File: config.mk
export PLATFORM = sky130hd
export DESIGN_NAME = sstk_ret_unit
export DESIGN_NICKNAME = d
export VERILOG_FILES = /design/src/rtl/sstk_ret_pkg.sv /design/src/rtl/sstk_ret_frame_cmp.sv /design/src/rtl/sstk_ret_ptr_chk.sv /design/src/rtl/sstk_ret_unit.sv
export SDC_FILE = /design/constraint.sdc
export NUM_CORES = 1
export LEC_CHECK = 0
export BUFFER_PORTS_ARGS = -buffer_cell sky130_fd_sc_hd__buf_4
export CORE_MARGIN = 2
export CORE_UTILIZATION = 30
export DETAILED_ROUTE_END_ITERATION = 12
export GPL_TIMING_DRIVEN = 1
export SKIP_LAST_GASP = 1
export SLEW_MARGIN = 25
export SYNTH_ARGS = -nofsm -noshare
export SYNTH_HDL_FRONTEND = slang
export SYNTH_SLANG_ARGS = --single-unit
export TNS_END_PERCENT = 100
File: constraint.sdc
create_clock -name clk -period 6 [get_ports clk]
set_input_delay 0.6 -clock clk [delete_from_list [all_inputs] [get_ports clk]]
set_output_delay 0.6 -clock clk [all_outputs]
set_load 0.05 [all_outputs]
File: src/rtl/sstk_ret_pkg.sv
package sstk_ret_pkg;
  // records in one return frame, in read order
  localparam int NREC     = 3;
  localparam int REC_SEL  = 0;
  localparam int REC_LIP  = 1;
  localparam int REC_PREV = 2;

  localparam logic [1:0] PL_USER = 2'd3;

  typedef enum logic [2:0] {
    ST_IDLE,
    ST_RDQ,
    ST_RDW,
    ST_CHK,
    ST_CASQ,
    ST_CASW,
    ST_FIN
  } st_e;
endpackage

File: src/rtl/sstk_ret_frame_cmp.sv
module sstk_ret_frame_cmp
  import sstk_ret_pkg::*;
#(
  parameter int XLEN  = 64,
  parameter int SEL_W = 16,
  parameter int IDX_W = 2
) (
  input  logic [IDX_W-1:0] idx,
  input  logic [XLEN-1:0]  data,
  input  logic [SEL_W-1:0] ret_cs,
  input  logic [XLEN-1:0]  ret_lip,
  output logic             bad
);
  logic [XLEN-1:0] cs_wide;
  assign cs_wide = {{(XLEN-SEL_W){1'b0}}, ret_cs};

  always_comb begin
    case (int'(idx))
      REC_SEL: bad = (data != cs_wide);
      REC_LIP: bad = (data != ret_lip);
      default: bad = |data[1:0];
    endcase
  end
endmodule

File: src/rtl/sstk_ret_ptr_chk.sv
module sstk_ret_ptr_chk #(
  parameter int XLEN    = 64,
  parameter int VA_BITS = 48
) (
  input  logic [XLEN-33:0] hi,
  input  logic             tgt64,
  output logic             bad
);
  logic canon;

  generate
    if (VA_BITS < XLEN) begin : g_canon
      logic [XLEN-VA_BITS:0] top;
      assign top   = hi[XLEN-33:VA_BITS-33];
      assign canon = (&top) | (~|top);
    end else begin : g_full
      assign canon = 1'b1;
    end
  endgenerate

  assign bad = tgt64 ? !canon : (|hi);
endmodule

File: src/rtl/sstk_ret_unit.sv
module sstk_ret_unit
  import sstk_ret_pkg::*;
#(
  parameter int XLEN      = 64,
  parameter int SEL_W     = 16,
  parameter int VA_BITS   = 48,
  parameter int REC_BYTES = 8
) (
  input  logic             clk,
  input  logic             rst_n,
  input  logic             req_valid,
  output logic             req_ready,
  input  logic [XLEN-1:0]  req_ssp,
  input  logic [1:0]       req_cur_pl,
  input  logic [1:0]       req_tgt_pl,
  input  logic [SEL_W-1:0] req_cs,
  input  logic [XLEN-1:0]  req_lip,
  input  logic             req_tgt64,
  input  logic             req_long,
  input  logic [XLEN-1:0]  user_ssp,
  output logic             rd_valid,
  input  logic             rd_ready,
  output logic [XLEN-1:0]  rd_addr,
  input  logic             rsp_valid,
  input  logic [XLEN-1:0]  rsp_data,
  output logic             cas_valid,
  input  logic             cas_ready,
  output logic [XLEN-1:0]  cas_addr,
  output logic [XLEN-1:0]  cas_expect,
  output logic [XLEN-1:0]  cas_new,
  input  logic             cas_rsp_valid,
  input  logic             cas_rsp_ok,
  output logic             done,
  output logic [XLEN-1:0]  new_ssp,
  output logic             cp_fault,
  output logic             gp_fault,
  output logic             tok_fail
);
  localparam int IDX_W = $clog2(NREC);
  localparam int FRAME_BYTES = NREC * REC_BYTES;
  localparam logic [XLEN-1:0] FRAME_STEP = XLEN'(FRAME_BYTES);
  localparam logic [XLEN-1:0] REC_STEP   = XLEN'(REC_BYTES);
  localparam logic [IDX_W-1:0] IDX_LAST  = IDX_W'(NREC - 1);
  localparam int ALIGN_W = $clog2(REC_BYTES);

  st_e              st_q;
  logic [IDX_W-1:0] idx_q;
  logic [XLEN-1:0]  ssp_q, old_q, cand_q, lip_q, new_q;
  logic [SEL_W-1:0] cs_q;
  logic [1:0]       cur_pl_q, tgt_pl_q;
  logic             t64_q, long_q;
  logic             cp_q, gp_q, tf_q;

  logic             rec_bad, ptr_bad, skip_tok;
  logic [XLEN-1:0]  rd_off;

  sstk_ret_frame_cmp #(
    .XLEN(XLEN), .SEL_W(SEL_W), .IDX_W(IDX_W)
  ) u_frame_cmp (
    .idx(idx_q), .data(rsp_data), .ret_cs(cs_q), .ret_lip(lip_q), .bad(rec_bad)
  );

  sstk_ret_ptr_chk #(
    .XLEN(XLEN), .VA_BITS(VA_BITS)
  ) u_ptr_chk (
    .hi(cand_q[XLEN-1:32]), .tgt64(t64_q), .bad(ptr_bad)
  );

  // records are fetched from the highest address downwards
  assign rd_off   = (XLEN'(NREC - 1) - XLEN'(idx_q)) * REC_STEP;
  assign skip_tok = long_q && (cur_pl_q == tgt_pl_q) && (cand_q == old_q);

  assign req_ready  = (st_q == ST_IDLE);
  assign rd_valid   = (st_q == ST_RDQ);
  assign rd_addr    = ssp_q + rd_off;
  assign cas_valid  = (st_q == ST_CASQ);
  assign cas_addr   = old_q;
  assign cas_expect = old_q | XLEN'(1);
  assign cas_new    = old_q & ~XLEN'(1);
  assign done       = (st_q == ST_FIN);
  assign new_ssp    = new_q;
  assign cp_fault   = cp_q;
  assign gp_fault   = gp_q;
  assign tok_fail   = tf_q;

  always_ff @(posedge clk) begin
    if (!rst_n) begin
      st_q     <= ST_IDLE;
      idx_q    <= '0;
      ssp_q    <= '0;
      old_q    <= '0;
      cand_q   <= '0;
      lip_q    <= '0;
      new_q    <= '0;
      cs_q     <= '0;
      cur_pl_q <= '0;
      tgt_pl_q <= '0;
      t64_q    <= 1'b0;
      long_q   <= 1'b0;
      cp_q     <= 1'b0;
      gp_q     <= 1'b0;
      tf_q     <= 1'b0;
    end else begin
      case (st_q)
        ST_IDLE: begin
          if (req_valid) begin
            ssp_q    <= req_ssp;
            cs_q     <= req_cs;
            lip_q    <= req_lip;
            cur_pl_q <= req_cur_pl;
            tgt_pl_q <= req_tgt_pl;
            t64_q    <= req_tgt64;
            long_q   <= req_long;
            idx_q    <= '0;
            cp_q     <= 1'b0;
            gp_q     <= 1'b0;
            tf_q     <= 1'b0;
            if (|req_ssp[ALIGN_W-1:0]) begin
              cp_q <= 1'b1;
              st_q <= ST_FIN;
            end else if (req_tgt_pl == PL_USER) begin
              cand_q <= user_ssp;
              old_q  <= req_ssp;
              st_q   <= ST_CHK;
            end else begin
              old_q <= req_ssp + FRAME_STEP;
              st_q  <= ST_RDQ;
            end
          end
        end
        ST_RDQ: begin
          if (rd_ready) st_q <= ST_RDW;
        end
        ST_RDW: begin
          if (rsp_valid) begin
            if (rec_bad) begin
              cp_q <= 1'b1;
              st_q <= ST_FIN;
            end else if (idx_q == IDX_LAST) begin
              cand_q <= rsp_data;
              st_q   <= ST_CHK;
            end else begin
              idx_q <= idx_q + IDX_W'(1);
              st_q  <= ST_RDQ;
            end
          end
        end
        ST_CHK: begin
          if (ptr_bad) begin
            gp_q <= 1'b1;
            st_q <= ST_FIN;
          end else if (skip_tok) begin
            new_q <= cand_q;
            st_q  <= ST_FIN;
          end else begin
            st_q <= ST_CASQ;
          end
        end
        ST_CASQ: begin
          if (cas_ready) st_q <= ST_CASW;
        end
        ST_CASW: begin
          if (cas_rsp_valid) begin
            tf_q  <= !cas_rsp_ok;
            new_q <= cand_q;
            st_q  <= ST_FIN;
          end
        end
        ST_FIN:  st_q <= ST_IDLE;
        default: st_q <= ST_IDLE;
      endcase
    end
  end
endmodule

==> impl_metrics.ini, run 1 <==
[grt]
grt_use_total_pct = 25.00
grt_pass1_vias = 18730
antenna_found_initial = 13
grt_pass1_wl_um = 129200
gr-total-overflow = 0
grt_max_degree = 164

[cts]
clk_pin_slew_ps = 60
cts_num_sinks = 350
numCtsBuffers = 45
clk_latency_ps = 590
cts_tree = yes
cts-root-to-sink-buffers = 3
ctsHoldBuffers = 0
cts-root-buf = clkbuf_16
htreeDepth = 2

[floorplan]
rows = 95
fp.dieH_um = 265.7
io_pins = 613
fp.dieW_um = 265.7
dieArea_mm2 = 0.07061
core_area_mm2 = 0.06751
start_util_pct = 30.44

[sta]
fin_crit_ps = 5464
relSlewSlack_pct = 27.66
final-hold-violation-count = 0
rsz0062_at_grt = false
skew_ps = 30.13
tightest_slew_ps = 1077
fin_tns_setup_ps = 0
hold_ws_ps = 252.7
fmax_ghz = 0.1830
drv_slew = 0
fin_crit_sh_pct = 91.07
setup_viol = 0

[hold_path]
min_delay_worst_endpoint = lip_q[50]
hp-start = req_lip[50]
holdPathStages = 3
hold_path_class = primary input to flop

[route]
first_pass_iters = 5
antenna_left = 0
vias_per_cell = 5.156
via_count = 20160
wl_per_cell_um = 23.66
drt-total-wl_um = 92520
drc = 0
drt-initial-drc-count = 1869

[run_status]
status = finished, final reports clean

[logic_synthesis]
syn_area_mm2 = 0.02055
synth_nets = 2945
yosysTopAreaCell = dfxtp_1
syn_area_per_cell_um2 = 7.928
yosysTopAreaCellShare_pct = 34.10
async_reset_ff_share_pct = 0
yosysUniqueCellTypes = 73
ys.flop_type = dfxtp_1
synthTopCellsByArea = dfxtp_1, nand2_1, mux2i_1
ys_seq_area_share_pct = 34.10
yosys_register_bits = 350
synthCells = 2592
synth-edff-count = 0
synth_most_common_cell = nand2_1
synth_common_cells = nand2_1, dfxtp_1, nor2_1
ys_warn_count = 0

[final_layout]
fin_area_mm2 = 0.02655
drive_gt1_share_pct = 24.37
final_cells = 3910
nets = 3350
area_growth_pct = 29.20

[critical_path]
worstPathRequired_ps = 5400
cp-startpoint = idx_q[0]
worstPathArrival_ps = 4860
rrSetupSlack_ps = 1290
reg2reg_from = idx_q[0]
worstSetupPathType = flop to output pin
rr_endpoint = cand_q[16]
critPathCaptureType = output pin
start_kind = flop
worstPathMaxFanout = 29
reg2regPathDepth = 13

[place]
postPlaceCellArea_mm2 = 0.02487
dp_hpwl_um = 72550
gp_congestion = 0.9331
dp.cells = 3822
port_buffers = 610

[power_and_ir_drop]
p_leak_uw = 0.01204
p_total_uw = 10180
cellPowerDensity_mw_per_mm2 = 383.5
max-vdd-ir-drop_uv = 248.1

[job]
cap_viol_max_count = 0
[power by group]
part / switching (uW) / internal (uW) / leakage, uW / total [uW]
combinational: 2480 / 1320 / 0.00841 / 3800
sequential: 661 / 2770 / 0.00285 / 3430
clock: 1130 / 1820 / 0.000786 / 2960
[layer usage]
layer  track usage (%)  up-vias  share of wire [%]  routed length, um
met1             33.39     9426                 44              40980
met4             9.611        0                3.6               3341
met5                 0        -                  0                  0
met3             4.566      147                6.7               6228
li1                  -     9764                  -                  -
met2             39.95      823                 45              41970
[worst max-delay path, cell delays in order (launching register included)]
cell and delay [ps]:
dfxtp_1 480, ha_4 340, buf_4 280, buf_4 360
ha_1 350, and2_1 210, and3_1 190, a221oi_1 340
o21ai_0 180, a311oi_1 270, o21ai_0 210, a21o_1 240
or2_2 270, a21oi_1 170, xnor2_1 140, buf_4 220
[placed cells by master (no fill, tap or decap), types with 65 or more instances in the layout]
cell and count:
nor2_1 269, mux2i_1 128, a21oi_1 231, nand2_1 418, dfxtp_1 350, buf_4 628, xor2_1 95, ha_1 65
a211oi_1 113, xnor2_1 102
[cell families after synthesis]
family | synth area share [%]
buffers and inverters | 8.835
xor gates and xnor gates | 8.396
DFF | 34.10
other | 0.03655
AOI/OAI and AO/OA | 18.22
adders and majority gates | 4.116
and+or+nand+nor | 20.01
muxes | 6.290
[how the worst max path moves through the flow]
stage,endpoint,slack [ps],cells after the start
after floorplan,rd_addr[57],360,12
after global placement,rd_addr[58],980,14
after detailed placement,rd_addr[58],960,14
after CTS,rd_addr[58],320,14
after global routing,rd_addr[49],140,15
final,rd_addr[49],540,15
[cell type report]
cell class / count / area [um^2]
Antenna cell: 9 / 22.52
Multi-Input combinational cell: 1909 / 11790
Inverter: 59 / 229.0
Sequential cell: 350 / 7007
Tap cell: 873 / 1092
Clock inverter: 19 / 307.8
Fill cell: 7100 / 40970
Clock buffer: 59 / 1300
Timing Repair Buffer: 632 / 4802
[stage by stage]
stage                     setup WS [ps]  utilization (%)
after floorplan                   362.5                -
after global placement            982.0            36.84
after detailed placement          961.1            36.84
after CTS                         322.7            39.22
after global routing              143.3            39.32
final                             535.9            39.32
[flip-flops by register name, indices dropped and copies added, names as in the netlist]
signal and cells:
cand_q 64, cas_addr 64, lip_q 64, new_ssp 64, ssp_q 64, cs_q 16, st_q 3, cur_pl_q 2
idx_q 2, tgt_pl_q 2, cp_fault 1, gp_fault 1, long_q 1, t64_q 1, tok_fail 1
[timing repair]
item / in CTS / in global routing
setup buffers: 0 / 0
setup endpoints to repair: 0 / 4
resized for setup: 0 / 3
Power figures use the tool's default switching activity.
==> run 2: changes to the inputs <==
- CORE_AREA: unset -> 2 2 237 239
- CORE_MARGIN: 2 -> unset
- CORE_UTILIZATION: 30 -> unset
- DIE_AREA: unset -> 0 0 239 241
- SYNTH_HIERARCHICAL: unset -> 1
==> impl_metrics.ini, run 2 <==
[run_status]
status = finished, final reports clean

[route]
first_pass_iters = 6
via_count = 22670
wl_per_cell_um = 25.59
drt-initial-drc-count = 2158
wl_met3_um = 8040
highest_layer = met5
dr_wl_met2_um = 47920
wl_met1_um = 40440
drc = 0
antenna_left = 0
vias_per_cell = 5.765
drt-total-wl_um = 100600

[final_layout]
seq_area_mm2 = 0.007007
nets = 3479
drive_gt1_share_pct = 23.05
n_fill_cell = 5476
multiInputGateArea_mm2 = 0.01229
fin_area_mm2 = 0.02679
final_common_cell = buf_4
area_growth_pct = 24.95
final_cell_mix = buf_4, nand2_1, dfxtp_1, nor2_1, a21oi_1

[critical_path]
rr_endpoint = cand_q[28]
start_kind = flop
worstPathMaxFanout = 62
worstPathRequired_ps = 5400
worstPathArrival_ps = 4960
rrSetupSlack_ps = 1780
critPathCaptureType = output pin
reg2regPathDepth = 13
worstSetupPathType = flop to output pin
reg2reg_from = idx_q[1]

[logic_synthesis]
yosys_register_bits = 350
synth_nets = 3146
ys.flop_type = dfxtp_1
yosysUniqueCellTypes = 93
yosysTopAreaCellShare_pct = 32.67
ys_seq_area_share_pct = 32.67
syn_area_per_cell_um2 = 7.519
yosysTopAreaCell = dfxtp_1
synth_most_common_cell = nand2_1
async_reset_ff_share_pct = 0
synthTopCellsByArea = dfxtp_1, nand2_1, xnor2_1
synth-edff-count = 0
synthCells = 2852
ys_warn_count = 6
syn_area_mm2 = 0.02144
synth_common_cells = nand2_1, dfxtp_1, nor2_1

[sta]
tightest_slew_ps = 1116
fmax_ghz = 0.1799
rsz0062_at_grt = false
hold_ws_ps = 279.6
skew_ps = 20.83
drv_slew = 0
fin_crit_ps = 5557
setup_viol = 0
final-hold-violation-count = 0
fin_tns_setup_ps = 0
relSlewSlack_pct = 25.60
fin_crit_sh_pct = 92.62

[grt]
grt_pass1_wl_um = 142200
grt_pass1_vias = 20790
gr-total-overflow = 0
antenna_found_initial = 18
grt_use_total_pct = 33.39
grt_max_degree = 228

[floorplan]
io_pins = 613
core_area_mm2 = 0.05488
dieArea_mm2 = 0.05760
rows = 86
fp.dieH_um = 241
start_util_pct = 39.08
fp.dieW_um = 239

[place]
dp_hpwl_um = 77800
port_buffers = 610
postPlaceCellArea_mm2 = 0.02528
gp_congestion = 0.9474

[job]
cap_viol_max_count = 0

[power_and_ir_drop]
max-vdd-ir-drop_uv = 256.9
p_total_uw = 10180
cellPowerDensity_mw_per_mm2 = 379.9
p_leak_uw = 0.01075

[cts]
cts-root-buf = clkbuf_16
cts_num_sinks = 350
htreeDepth = 2
clk_pin_slew_ps = 60
cts-root-to-sink-buffers = 3
cts_setup_buffers = 0
cts_tree = yes
ctsHoldBuffers = 0
post_cts_resize_count = 0
numCtsBuffers = 43
clk_latency_ps = 580

[hold_path]
min_delay_worst_endpoint = lip_q[44]
hold_path_class = primary input to flop
hp-start = req_lip[44]
holdPathStages = 3
## run 2: worst max path at each step
stage | start | to | slack [ps]
after floorplan | idx_q[0] | rd_addr[63] | 1540
after global placement | idx_q[0] | rd_addr[63] | 1130
after detailed placement | idx_q[0] | rd_addr[63] | 1120
after CTS | idx_q[0] | rd_addr[63] | 490
after global routing | idx_q[0] | rd_addr[63] | 240
final | idx_q[0] | rd_addr[63] | 440
## run 2: stage by stage
step           util [%]  std cells  setup slack (ps)
6_report          48.83       3932             442.6
5_1_grt           48.83       3932             244.1
4_1_cts           48.72       3918             487.4
3_5_place_dp      46.07       3843              1117
3_3_place_gp      46.06       3843              1129
2_1_floorplan         -       2852              1538
## run 2: final cells by class
class	instances	share of cell area [%]
Multi-Input combinational cell	2074	45.88
Tap cell	704	3.287
Timing Repair Buffer	633	17.95
Antenna cell	13	0.1214
Clock buffer	65	5.006
Inverter	83	1.191
Sequential cell	350	26.15
Clock inverter	10	0.4156
## run 2: worst max-delay path, cell delays in order, from the launching register on
cell	delay, ps
dfxtp_1	670
ha_4	710
buf_4	390
and4b_1	240
nand2_1	60
o31ai_1	110
o211a_1	180
o2111a_1	270
nor4_2	550
nor3b_1	150
a221oi_2	290
mux2i_1	120
a2111oi_2	330
buf_4	250
## run 2: report_power, final
part	internal [uW]	switching (uW)
clock network	1620	1070
registers	2780	860
logic	1320	2530
## run 2: per-layer routing
metal,track usage [%],vias up
met4,14.92,8
met5,0,-
met2,56.37,1130
met1,41.08,10880
li1,-,10460
met3,6.794,193
## run 2: logic make-up after synthesis
kind of cell    Yosys count  share of synthesized area, %
buf+inv                 428                         10.27
simple gates           1120                         23.45
mux                      71                         3.320
xor+xnor                238                         9.721
flops                   350                         32.67
other cells               2                       0.03502
compound gates          635                         20.03
fa+ha+maj                 8                        0.5018
==> run 3: changes to the inputs <==
- BUFFER_PORTS_ARGS: -buffer_cell sky130_fd_sc_hd__buf_4 -> -buffer_cell sky130_fd_sc_hd__buf_2
- CAP_MARGIN: unset -> 20
- CORE_AREA: 2 2 237 239 -> 2 2 235 237
- DIE_AREA: 0 0 239 241 -> 0 0 237 239
==> impl_metrics.ini, run 3 (same netlist as run 2, synthesis figures left out) <==
[run_status]
status = finished, final reports clean

[grt]
antenna_found_initial = 15
grt_pass1_vias = 21040
gr-total-overflow = 0
grt_pass1_wl_um = 138500
grt_max_degree = 166
grt_use_total_pct = 32.75

[final_layout]
n_fill_cell = 5588
final_common_cell = buf_2
seq_area_mm2 = 0.007007
drive_gt1_share_pct = 23.05
final_core_util_pct = 46.41
multiInputGateArea_mm2 = 0.01229
fin_area_mm2 = 0.02522
nets = 3481
final_cell_mix = buf_2, nand2_1, dfxtp_1, nor2_1, a21oi_1
area_growth_pct = 17.59

[sta]
fmax_ghz = 0.1936
drv_slew = 0
final-hold-violation-count = 0
tightest_slew_ps = 1067
rsz0062_at_grt = false
fin_tns_setup_ps = 0
skew_ps = 18.66
fin_crit_sh_pct = 86.08
setup_viol = 0
hold_ws_ps = 265.9
setup_ws_ps = 835.0
fin_crit_ps = 5165
relSlewSlack_pct = 28.23

[route]
antenna_left = 0
vias_per_cell = 5.732
first_pass_iters = 5
via_count = 22530
drc = 0
wl_per_cell_um = 24.62
drt-initial-drc-count = 2078
drt-total-wl_um = 96780

[floorplan]
fp.dieH_um = 239
fp.dieW_um = 237
rows = 86
core_area_mm2 = 0.05434
io_pins = 613
dieArea_mm2 = 0.05664
start_util_pct = 39.46

[power_and_ir_drop]
p_leak_uw = 0.01049
seqPwrFrac_pct = 37.1
cell_internal_pwr_uw = 5480
sw_frac_of_total_pct = 44.49
cellPowerDensity_mw_per_mm2 = 391.5
p_clk_share_pct = 26.3
comb_power_share_pct = 36.6
power.net_switching_uw = 4392
max-vdd-ir-drop_uv = 218.1

[cts]
cts_num_sinks = 350
cts_setup_buffers = 0
numCtsBuffers = 42
htreeDepth = 2
post_cts_resize_count = 0
clk_pin_slew_ps = 60
ctsHoldBuffers = 0
clk_latency_ps = 570
cts-root-to-sink-buffers = 3
cts_tree = yes
cts-root-buf = clkbuf_16

[critical_path]
worstSetupPathType = flop to output pin
worstPathRequired_ps = 5400
start_kind = flop
crit_slowest_cell = ha_4
critPathCaptureType = output pin
crit_chain = ha_4 > inv_2 > a41o_1 > a22o_1 > o211a_1 > o2111a_1 > nor4_2 > nor3b_1 > a221oi_2 > mux2i_1 > a2111oi_2 > buf_2
worstPathMaxFanout = 60
worstPathArrival_ps = 4570
slowest_delay_ps = 630

[place]
gp_congestion = 0.9591
port_buffers = 610
postPlaceCellArea_mm2 = 0.02381
dp_hpwl_um = 75620
place_worst_setup_slack_ps = 1452

[hold_path]
hold_path_class = primary input to flop

[job]
cap_viol_max_count = 0
-- run 3: changes by cell type in the layout (fill, tap and decap cells not counted), moves of 3 or more --
cell and change:
buf_2 +610, buf_4 -608, clkbuf_8 -8, clkbuf_16 -3
-- run 3: cell type report --
class | instances | area share, %
antenna | 12 | 0.1191
clock buffer | 54 | 4.585
clock inverter | 18 | 0.8782
inverter | 83 | 1.265
multi-input combinational | 2074 | 48.74
sequential | 350 | 27.79
tap | 704 | 3.493
timing repair buffer | 636 | 13.13
-- run 3: worst paths after layout --
path | from | to | slack (ps) | cells after the start
max | idx_q[0] | rd_addr[63] | 830 | 12
min | req_lip[0] | lip_q[0] | 270 | 3
max reg2reg | idx_q[0] | cand_q[10] | 1660 | 13
min reg2reg | lip_q[5] | lip_q[5] | 460 | 2
-- run 3: critical path, delay by kind of cell, from the launching register on --
kind,cells,cell delay (ps)
flip-flops,1,420
multiplexers,1,130
adder cells (fa/ha/maj),1,630
AND/OR/NAND/NOR,2,660
buffers and inverters,2,570
AO/OA/AOI/OAI,6,1530
-- run 3: power by group through the flow --
stage                     clock network, uW  registers (uW)  logic, uW
after floorplan                           0            3250       2770
after global placement                    0            3680       3540
after detailed placement                  0            3690       3590
after CTS                              2640            3640       3600
after global routing                   2730            3710       3920
final                                  2600            3660       3610
-- run 3: routing by layer --
layer  GRT usage (%)  vias up  wire length, um
met5               0        -               38
met2           56.76     1118            46600
met1           39.42    10730            38210
met3           6.028      210             7276
li1                -    10470                -
met4           14.84        6             4653
-- run 3: stage by stage --
step	total power, uW	std cells
after floorplan	6023	2852
after global placement	7221	3847
after detailed placement	7279	3847
after CTS	9878	3919
after global routing	10360	3926
final	9872	3931
